--- src/rtl/cmt_pkg.sv ---
package cmt_pkg;
  localparam int AW    = 3;
  localparam int SRC_W = 3;
  localparam int NFLG  = 3;

  localparam logic [AW-1:0] A_CTRL = 3'd0;
  localparam logic [AW-1:0] A_STAT = 3'd1;
  localparam logic [AW-1:0] A_CMPA = 3'd2;
  localparam logic [AW-1:0] A_CMPB = 3'd3;
  localparam logic [AW-1:0] A_CNT  = 3'd4;
  localparam logic [AW-1:0] A_BANK = 3'd7;

  localparam logic [1:0] CLR_NONE = 2'b00;
  localparam logic [1:0] CLR_A    = 2'b01;
  localparam logic [1:0] CLR_B    = 2'b10;

  // status / flag bit order: 0 overflow, 1 match A, 2 match B
  typedef struct packed {
    logic             ie_b;
    logic             ie_a;
    logic             ie_ov;
    logic [1:0]       clr;
    logic [SRC_W-1:0] src;
  } ctrl_t;
endpackage

--- src/rtl/tmr_counter.sv ---
module tmr_counter
  import cmt_pkg::*;
#(
  parameter int W     = 8,
  parameter int NTICK = 3
) (
  input  logic             clk,
  input  logic             rst,
  input  logic [NTICK-1:0] ticks,
  input  logic [SRC_W-1:0] src,
  input  logic [1:0]       clr,
  input  logic [W-1:0]     cmp_a,
  input  logic [W-1:0]     cmp_b,
  input  logic             ld_en,
  input  logic [W-1:0]     ld_val,
  output logic [W-1:0]     cnt,
  output logic [NFLG-1:0]  ev
);
  localparam logic [W-1:0] ALL1 = {W{1'b1}};

  logic tick, hit_a, hit_b, restart, wrap;

  always_comb begin
    tick = 1'b0;
    for (int k = 0; k < NTICK; k++)
      if (src == SRC_W'(k + 1)) tick = ticks[k];
  end

  assign hit_a   = tick && (cnt == cmp_a);
  assign hit_b   = tick && (cnt == cmp_b);
  assign restart = (clr == CLR_A && hit_a) || (clr == CLR_B && hit_b);
  assign wrap    = tick && !restart && (cnt == ALL1);
  assign ev      = {hit_b, hit_a, wrap};

  always_ff @(posedge clk) begin
    if (rst)        cnt <= '0;
    else if (ld_en) cnt <= ld_val;
    else if (tick)  cnt <= restart ? '0 : cnt + W'(1);
  end


  clr_a_chk: assert property (@(posedge clk) disable iff (rst)
    (tick && clr == CLR_A && cnt == cmp_a && !ld_en) |=> (cnt == '0));

  ovf_wrap_chk: assert property (@(posedge clk) disable iff (rst)
    (ev[0] && !ld_en) |=> (cnt == '0));

  stop_chk: assert property (@(posedge clk) disable iff (rst)
    ((src == '0 || src > SRC_W'(NTICK)) && !ld_en) |=> $stable(cnt));
endmodule

--- src/rtl/tmr_flags.sv ---
module tmr_flags
  import cmt_pkg::*;
(
  input  logic            clk,
  input  logic            rst,
  input  logic [NFLG-1:0] set,
  input  logic            rd_stat,
  input  logic            wr_stat,
  input  logic [NFLG-1:0] wdata,
  input  logic [NFLG-1:0] ie,
  output logic [NFLG-1:0] flag,
  output logic [NFLG-1:0] irq
);
  logic [NFLG-1:0] armed, clr_ok;

  assign clr_ok = {NFLG{wr_stat}} & ~wdata & armed;

  always_ff @(posedge clk) begin
    if (rst) begin
      flag  <= '0;
      armed <= '0;
      irq   <= '0;
    end else begin
      irq <= flag & ie;
      for (int i = 0; i < NFLG; i++) begin
        if (set[i])         flag[i] <= 1'b1;
        else if (clr_ok[i]) flag[i] <= 1'b0;
        if (clr_ok[i])                 armed[i] <= 1'b0;
        else if (rd_stat && flag[i])   armed[i] <= 1'b1;
      end
    end
  end

  for (genvar i = 0; i < NFLG; i++) begin : g_chk

    irq_gate_chk: assert property (@(posedge clk) disable iff (rst)
      irq[i] |-> $past(flag[i] && ie[i]));

    hold_unarmed_chk: assert property (@(posedge clk) disable iff (rst)
      (wr_stat && flag[i] && !armed[i]) |=> flag[i]);
  end
endmodule

--- src/rtl/tmr_chan.sv ---
module tmr_chan
  import cmt_pkg::*;
#(
  parameter int W     = 8,
  parameter int NTICK = 3
) (
  input  logic             clk,
  input  logic             rst,
  input  logic [NTICK-1:0] ticks,
  input  logic             sel,
  input  logic             wr,
  input  logic             rd,
  input  logic [AW-1:0]    addr,
  input  logic [W-1:0]     wdata,
  output logic [W-1:0]     rdata,
  output logic [NFLG-1:0]  irq
);
  ctrl_t           ctrl;
  logic [W-1:0]    cmp_a, cmp_b, cnt;
  logic [NFLG-1:0] ev, flag;
  logic            wr_sel, ld_en, wr_stat, rd_stat;

  assign wr_sel  = sel && wr;
  assign ld_en   = wr_sel && addr == A_CNT;
  assign wr_stat = wr_sel && addr == A_STAT;
  assign rd_stat = sel && rd && addr == A_STAT;

  always_ff @(posedge clk) begin
    if (rst) begin
      ctrl  <= '0;
      cmp_a <= '1;
      cmp_b <= '1;
    end else if (wr_sel) begin
      if (addr == A_CTRL) ctrl  <= ctrl_t'(wdata[7:0]);
      if (addr == A_CMPA) cmp_a <= wdata;
      if (addr == A_CMPB) cmp_b <= wdata;
    end
  end

  tmr_counter #(.W(W), .NTICK(NTICK)) u_cnt (
    .clk, .rst, .ticks,
    .src(ctrl.src), .clr(ctrl.clr),
    .cmp_a, .cmp_b,
    .ld_en, .ld_val(wdata),
    .cnt, .ev
  );

  tmr_flags u_flg (
    .clk, .rst,
    .set(ev), .rd_stat, .wr_stat,
    .wdata(wdata[NFLG-1:0]),
    .ie({ctrl.ie_b, ctrl.ie_a, ctrl.ie_ov}),
    .flag, .irq
  );

  always_comb begin
    rdata = '0;
    if (addr == A_CTRL) rdata = W'(ctrl);
    if (addr == A_STAT) rdata = W'(flag);
    if (addr == A_CMPA) rdata = cmp_a;
    if (addr == A_CMPB) rdata = cmp_b;
    if (addr == A_CNT)  rdata = cnt;
  end
endmodule

--- src/rtl/dual_cmp_timer.sv ---
module dual_cmp_timer
  import cmt_pkg::*;
#(
  parameter int W     = 8,
  parameter int NTICK = 3
) (
  input  logic             clk,
  input  logic             rst,
  input  logic [NTICK-1:0] tick_en,
  input  logic             bus_wr,
  input  logic             bus_rd,
  input  logic [AW-1:0]    bus_addr,
  input  logic [W-1:0]     bus_wdata,
  output logic [W-1:0]     bus_rdata,
  output logic [1:0]       irq_mb,
  output logic [1:0]       irq_ma,
  output logic [1:0]       irq_ov
);
  localparam int NCH = 2;

  logic         bank;
  logic [W-1:0] ch_rd [NCH];

  always_ff @(posedge clk) begin
    if (rst) bank <= 1'b0;
    else if (bus_wr && bus_addr == A_BANK) bank <= bus_wdata[0];
  end

  for (genvar c = 0; c < NCH; c++) begin : g_ch
    localparam logic CH = 1'(c);
    logic [NFLG-1:0] irq_c;
    tmr_chan #(.W(W), .NTICK(NTICK)) u_ch (
      .clk, .rst, .ticks(tick_en),
      .sel(bank == CH), .wr(bus_wr), .rd(bus_rd),
      .addr(bus_addr), .wdata(bus_wdata),
      .rdata(ch_rd[c]), .irq(irq_c)
    );
    assign irq_ov[c] = irq_c[0];
    assign irq_ma[c] = irq_c[1];
    assign irq_mb[c] = irq_c[2];
  end

  always_ff @(posedge clk) begin
    if (rst) bus_rdata <= '0;
    else if (bus_rd)
      bus_rdata <= (bus_addr == A_BANK) ? W'(bank) : ch_rd[bank];
  end


  rdata_hold_chk: assert property (@(posedge clk) disable iff (rst)
    !bus_rd |=> $stable(bus_rdata));

  irq_idle_chk: assert property (@(posedge clk)
    rst |=> (irq_mb == '0 && irq_ma == '0 && irq_ov == '0));
endmodule

--- config.mk ---
export PLATFORM = sky130hd
export DESIGN_NAME = dual_cmp_timer
export DESIGN_NICKNAME = d
export VERILOG_FILES = /design/src/rtl/cmt_pkg.sv /design/src/rtl/tmr_counter.sv /design/src/rtl/tmr_flags.sv /design/src/rtl/tmr_chan.sv /design/src/rtl/dual_cmp_timer.sv
export SDC_FILE = /design/constraint.sdc
export NUM_CORES = 1
export LEC_CHECK = 0
export ABC_AREA = 1
export BUFFER_PORTS_ARGS = -buffer_cell sky130_fd_sc_hd__buf_4
export CORE_UTILIZATION = 65
export DETAILED_ROUTE_END_ITERATION = 8
export PLACE_DENSITY = 0.85
export SLEW_MARGIN = 20
export SYNTH_ARGS = -nofsm -noshare
export SYNTH_HDL_FRONTEND = slang
export SYNTH_SLANG_ARGS = --single-unit
--- constraint.sdc ---
create_clock -name clk -period 2.6 [get_ports clk]
set_input_delay 0.65 -clock clk [delete_from_list [all_inputs] [get_ports clk]]
set_output_delay 0.65 -clock clk [all_outputs]
set_load 0.05 [all_outputs]
==> results of run 1 <==
per-stage QoR:
| stage | area [µm²] | power [W] | instances | utilization, % | hold WS, ns |
|---|---|---|---|---|---|
| final | 5420 | 0.00278 | 828 | 74.0 | 0.468 |
| after CTS | 5420 | 0.00277 | 828 | 74.0 | 0.468 |
| after floorplan | 4970 | 0.00166 | 707 | - | 0.420 |
| after global routing | 5420 | 0.00286 | 828 | 74.0 | 0.500 |
| after detailed placement | 5220 | 0.00177 | 815 | 71.2 | 0.455 |
| after global placement | 5220 | 0.00176 | 815 | 71.2 | 0.454 |
cells by family (layout without fill, tap and decap cells):
kind of cell,Yosys count,count (layout),share of synthesized area (%)
xor+xnor,31,31,5.46
simple gates,285,285,27.0
buf+inv,142,164,11.9
compound gates,156,156,18.5
fa+ha+maj,2,2,0.503
flops,91,91,36.6
report_power, final:
group / switching [W] / internal (W)
registers: 0.0000280 / 0.00142
logic: 0.000209 / 0.0000884
clock network: 0.000487 / 0.000551
placed cells by master (no fill, tap or decap), types with 2 or more instances in the layout:
master,synthesis,routed
a211oi_1,4,4
a21oi_1,54,54
a22oi_1,3,3
buf_4,2,38
bufinv_16,0,2
clkbuf_8,0,10
dfxtp_1,91,91
ha_1,2,2
inv_1,102,102
inv_2,8,8
nand2_1,141,141
nand2_2,2,2
nand2_4,5,5
nand3_1,44,44
nand3_2,4,4
nand4_1,15,15
nor2_1,46,46
nor2_2,2,2
nor2_4,7,7
nor3_1,11,11
nor4_1,2,2
o211ai_1,38,38
o21ai_0,33,33
o21ai_1,6,6
o22ai_1,16,16
or2_1,2,2
xnor2_1,12,12
xor2_1,19,19
worst paths after layout:
| path | slack [ns] | to | cells past startpoint |
|---|---|---|---|
| min | 0.47 | bus_rdata[1] | 2 |
| max | 0.68 | g_ch[0].u_ch.ctrl[7] | 5 |
| max reg2reg | 0.68 | g_ch[0].u_ch.ctrl[7] | 5 |
| min reg2reg | 0.47 | bus_rdata[1] | 2 |
worst max-delay path, cell delays in order, from the launching register on:
cell and delay, ns:
dfxtp_1 0.52, inv_2 0.31, nand2_4 0.15, nor2_2 0.55, o21ai_0 0.16, a21oi_1 0.16
flip-flops by register name, summed over array words and instances, names as in the netlist:
name	cells
bus_rdata	8
g_ch.u_ch.u_cnt.cnt	16
bank	1
g_ch.u_ch.ctrl	16
g_ch.u_ch.u_flg.armed	6
g_ch.u_ch.u_flg.flag	6
g_ch.u_ch.cmp_b	16
g_ch.u_ch.u_flg.irq	6
g_ch.u_ch.cmp_a	16
metal layers:
| metal | global-route usage, % | wire (µm) | vias to the layer above |
|---|---|---|---|
| li1 | - | - | 2357 |
| met1 | 52.3 | 6000 | 2299 |
| met3 | 8.40 | 1820 | 44 |
| met4 | 17.3 | 515 | 0 |
| met2 | 62.2 | 6990 | 305 |
| met5 | 0 | 0 | - |
cell type report:
type / instances / share of cell area (%)
Clock buffer: 10 / 2.54
Timing Repair Buffer: 38 / 5.26
Tap cell: 99 / 2.28
Multi-Input combinational cell: 474 / 47.2
Sequential cell: 91 / 33.6
Inverter: 113 / 7.96
Clock inverter: 3 / 1.20
==> flow_metrics.tcl, run 1 <==
set metrics [dict create \
    outcome "finished clean" \
    worst_pin_slew_ns 0.650 \
    gp_congestion 0.965 \
    fillers 601 \
    nets 747 \
    area_growth_syn_to_layout_pct 9.06 \
    hp-class "register to register" \
    overflow 0 \
    die_width_um 89.5 \
    synthTopCellsByCount "nand2_1, inv_1, dfxtp_1, a21oi_1, nor2_1" \
    drt-vias-per-instance 6.04 \
    die_area_mm2 0.00801 \
    worstSetupPathType "register to register" \
    setup_violations 0 \
    clkSinkCount 91 \
    antenna_found_initial 0 \
    yosys_warnings 0 \
    hold_violations 0 \
    worstSetupEndpointType "register" \
    postCtsSetupBuffers 0 \
    max_freq_ghz 0.520 \
    synth_top_cell_by_area "dfxtp_1" \
    syn_avg_cell_area_um2 7.03 \
    syn_nets 727 \
    rows 31 \
    htreeDepth 3 \
    die_h_um 89.5 \
    grt_usage_pct 39.5 \
    drive_gt1_share_pct 11.7 \
    crit_start "bank" \
    skew_ns 0.0130 \
    post-place-ws_ns 0.393 \
    ys_seq_area_share_pct 36.6 \
    clk_path_buf_depth 2 \
    rsz0062_at_grt "no" \
    drtAntennaViolNets 0 \
    seq_area_mm2 0.00182 \
    min_from "bus_rdata[1]" \
    synthDistinctLibCells 40 \
    slew_viol_final 0 \
    clk_latency_ns 0.36 \
    p_leak_nw 2.22 \
    dr.pass1.iters 5 \
    multi_input_area_mm2 0.00256 \
    syn_area_mm2 0.00497 \
    grt_max_degree 24 \
    synth.most_common_cell "nand2_1" \
    grt_pass1_wl_um 22900 \
    reg2reg_from "bank" \
    ios 32 \
    post_cts_resized 0 \
    peakVddDrop_uv 355 \
    slew_headroom_pct 56.6 \
    coreArea_mm2 0.00733 \
    cts_tree "yes" \
    routed-via-count 5005 \
    drtIter0Drc 611 \
    grt_pass1_vias 4355 \
    fin_crit_ns 1.92 \
    io_buffer_count 31 \
    synth_top_area_share_pct 36.6 \
    cts_made_buffers 9 \
    diodes 0 \
    tns_ns 0 \
    min_period_over_period_pct 73.9 \
    clk_pin_slew_worst_paths_ns 0.09 \
    worstPathRequired_ns 2.89 \
    drv_cap 0 \
    synthArstFlopShare_pct 0 \
    drc 0 \
    syn_inst 707 \
    hpwl_um 11200 \
    ys.flop_type "dfxtp_1" \
    worst_slack_ns 0.678 \
    worstSetupStartpointType "register" \
    initial_core_util_pct 67.8 \
    ys_seq_elements 91 \
    yosys-top-cells-area "dfxtp_1, nand2_1, inv_1" \
    worst-path-max-fanout 16 \
    drt-total-wl_um 15300 \
    cp_data_arrival_time_ns 2.21 \
    synth_edf_count 0 \
    clk_root_buffer_cell "clkbuf_8" \
    cts_hold_buf 0 \
    wire_per_inst_um 18.5 \
    p_per_area_mw_per_mm2 513 \
]
Note: power is estimated with default switching activity, not from simulation.
==> run 2, diff against run 1 <==
ABC_AREA = 0   (was 1)
CORE_UTILIZATION = 61   (was 65)
PLACE_DENSITY = 0.8   (was 0.85)
clock period = 2.01 ns   (was 2.6 ns; I/O delays follow)
==> run 2 against run 1 <==
  * Synthesized cell count is 21% lower
  * Clock power up 21%
  * Final cell count down 17%
  * Critical path type unchanged
  * Non-clock buffer count grew 31
  * Via count decreased by 11%
  * Sequential share of layout area down 0.46 points
  * Die area grew 4.2%
  * Sequential cell count unchanged
  * Register-to-register slack got worse by 0.45 ns
  * Combinational power increased by 24%
==> flow_metrics.tcl, run 2 <==
set metrics [dict create \
    hpwl_um 9700 \
    grt_usage_pct 33.7 \
    grt_pass1_wl_um 21600 \
    cts_made_buffers 9 \
    synthTopCellsByCount "dfxtp_1, nand2_1, xor2_1, clkbuf_1, nor2b_1" \
    synth_top_area_share_pct 37.4 \
    drive_gt1_share_pct 16.8 \
    peakVddDrop_uv 398 \
    routed-via-count 4471 \
    critPathSlowestCell "dfxtp_1" \
    clk_root_buffer_cell "clkbuf_8" \
    seqPwrFrac_pct 53.3 \
    io_buffer_count 31 \
    hold-worst-slack_ns 0.452 \
    holdPathEnd "g_ch[0].u_ch.cmp_a[3]" \
    synthArstFlopShare_pct 0 \
    cts_tree "yes" \
    p_sw_w 0.000910 \
    reg2reg_depth 5 \
    synth_edf_count 0 \
    cp_num_buf_inv 0 \
    clk_path_buf_depth 2 \
    antenna_found_initial 0 \
    min_period_over_period_pct 88.9 \
    yosys-top-cells-area "dfxtp_1, xor2_1, mux2i_1" \
    wire_per_inst_um 19.7 \
    min_from "bus_wdata[3]" \
    slew_viol_final 0 \
    fin_crit_ns 1.79 \
    rsz0062_at_grt "no" \
    r2r_setup_slack_ns 0.22 \
    ys.flop_type "dfxtp_1" \
    p_comb_share_pct 10.6 \
    area_growth_syn_to_layout_pct 13.0 \
    diodes 0 \
    postCtsSetupBuffers 0 \
    drc 0 \
    worst_pin_slew_ns 0.480 \
    crit_family "simple AND/OR/NAND/NOR gates" \
    worstSetupPathType "register to register" \
    synth_top_cell_by_area "dfxtp_1" \
    die_width_um 91.3 \
    reg2reg_to "g_ch[0].u_ch.u_cnt.cnt[6]" \
    worstPathRequired_ns 2.24 \
    dr.pass1.iters 5 \
    setup_violations 0 \
    worstSetupEndpointType "register" \
    grt_pass1_vias 4182 \
    cp.depth 5 \
    yosys_warnings 0 \
    ys_seq_area_share_pct 37.4 \
    p_sw_share_pct 26.1 \
    drt-vias-per-instance 6.47 \
    grt_max_degree 36 \
    hold_violations 0 \
    overflow 0 \
    p_leak_nw 2.03 \
    cts_hold_buf 0 \
    syn_inst 557 \
    synth.most_common_cell "dfxtp_1" \
    final_common_cell "dfxtp_1" \
    synthDistinctLibCells 48 \
    rows 32 \
    drtIter0Drc 526 \
    critical_path.max_stage_delay_ns 0.49 \
    reg2reg_from "g_ch[0].u_ch.u_cnt.cnt[0]" \
    path_cells "xor2_1, nor4_1, nand4b_1, nand3_1, o22ai_1" \
    htreeDepth 3 \
    p_per_area_mw_per_mm2 635 \
    nets 604 \
    clkSinkCount 91 \
    gp_congestion 0.951 \
    post_cts_resized 0 \
    syn_nets 577 \
    worstSetupStartpointType "register" \
    timing.hold.worst_path_depth 2 \
    drtAntennaViolNets 0 \
    slew_headroom_pct 68.0 \
    initial_core_util_pct 63.0 \
    dp.cells 675 \
    syn_avg_cell_area_um2 8.74 \
    fillers 606 \
    max_freq_ghz 0.560 \
    worst-path-max-fanout 8 \
    hp-class "primary input to register" \
    drt-total-wl_um 13600 \
    clk_latency_ns 0.37 \
    ios 32 \
    drv_cap 0 \
    die_h_um 91.3 \
    instances_no_fill 691 \
    syn_area_mm2 0.00487 \
    clockPowerShare_pct 36.0 \
    coreArea_mm2 0.00773 \
    die_area_mm2 0.00834 \
    clk_pin_slew_worst_paths_ns 0.09 \
    layout_common_cells "dfxtp_1, buf_4, nand2_1" \
    cp_data_arrival_time_ns 2.01 \
    outcome "finished clean" \
    skew_ns 0.0102 \
    p_int_w 0.00258 \
    ys_seq_elements 91 \
]
## run 2: cell types whose count changed after synthesis, moves of 27 or more
cell / change
a21oi_1: -35
o211ai_1: -36
mux2i_1: +32
nand2_1: -101
inv_1: -94
clkbuf_1: +27
nor2b_1: +36
a211o_1: +32
## run 2: logic make-up (layout without fill, tap and decap cells)
group / count (synthesis) / count (layout) / synth area share (%)
adder cells (fa/ha/maj): 2 / 2 / 0.514
AND/OR/NAND/NOR: 178 / 178 / 19.2
buffers and inverters: 62 / 94 / 5.09
AO/OA/AOI/OAI: 137 / 137 / 20.5
multiplexers: 43 / 43 / 9.36
flip-flops: 91 / 91 / 37.4
XOR/XNOR: 44 / 44 / 7.92
## run 2: metal layers
layer	global-route usage [%]	share of wire, %
met1	47.5	43
met2	49.6	43
met3	7.29	11
met4	14.4	3.3
met5	0	0
## run 2: how the worst max path moves through the flow
stage                                    startpoint                         to  slack (ns)
after floorplan                         bus_addr[1]  g_ch[1].u_ch.u_cnt.cnt[2]        0.08
after global placement                  bus_addr[1]  g_ch[1].u_ch.u_cnt.cnt[3]        0.04
after detailed placement                bus_addr[1]  g_ch[1].u_ch.u_cnt.cnt[0]       -0.02
after CTS                 g_ch[0].u_ch.u_cnt.cnt[5]  g_ch[0].u_ch.u_cnt.cnt[6]        0.17
after global routing      g_ch[0].u_ch.u_cnt.cnt[1]  g_ch[0].u_ch.u_cnt.cnt[6]        0.04
final                     g_ch[0].u_ch.u_cnt.cnt[0]  g_ch[0].u_ch.u_cnt.cnt[6]        0.22
## run 2: stage by stage
step / setup slack, ns / util [%] / TNS [ns] / cell area [µm²] / power [W]
2_1_floorplan: 0.0772 / - / 0 / 4870 / 0.00212
3_3_place_gp: 0.0395 / 68.6 / 0 / 5300 / 0.00225
3_5_place_dp: -0.0183 / 68.6 / -0.0310 / 5300 / 0.00226
4_1_cts: 0.170 / 71.1 / 0 / 5490 / 0.00347
5_1_grt: 0.0433 / 71.2 / 0 / 5500 / 0.00359
6_report: 0.224 / 71.2 / 0 / 5500 / 0.00349
## run 2: power groups by stage
stage                     logic [W]  registers [W]  clock network, W
after floorplan            0.000212        0.00191                 0
after global placement     0.000352        0.00190                 0
after detailed placement   0.000358        0.00190                 0
after CTS                  0.000361        0.00186           0.00125
after global routing       0.000393        0.00186           0.00133
final                      0.000371        0.00186           0.00126
## run 2: layout make-up
type / instances / area (µm²) / share of cell area (%)
Sequential cell: 91 / 1820 / 33.1
Timing Repair Buffer: 69 / 518 / 9.42
Multi-Input combinational cell: 404 / 2800 / 51.0
Inverter: 9 / 33.8 / 0.614
Clock buffer: 12 / 145 / 2.64
Tap cell: 102 / 128 / 2.32
Clock inverter: 4 / 50.0 / 0.910
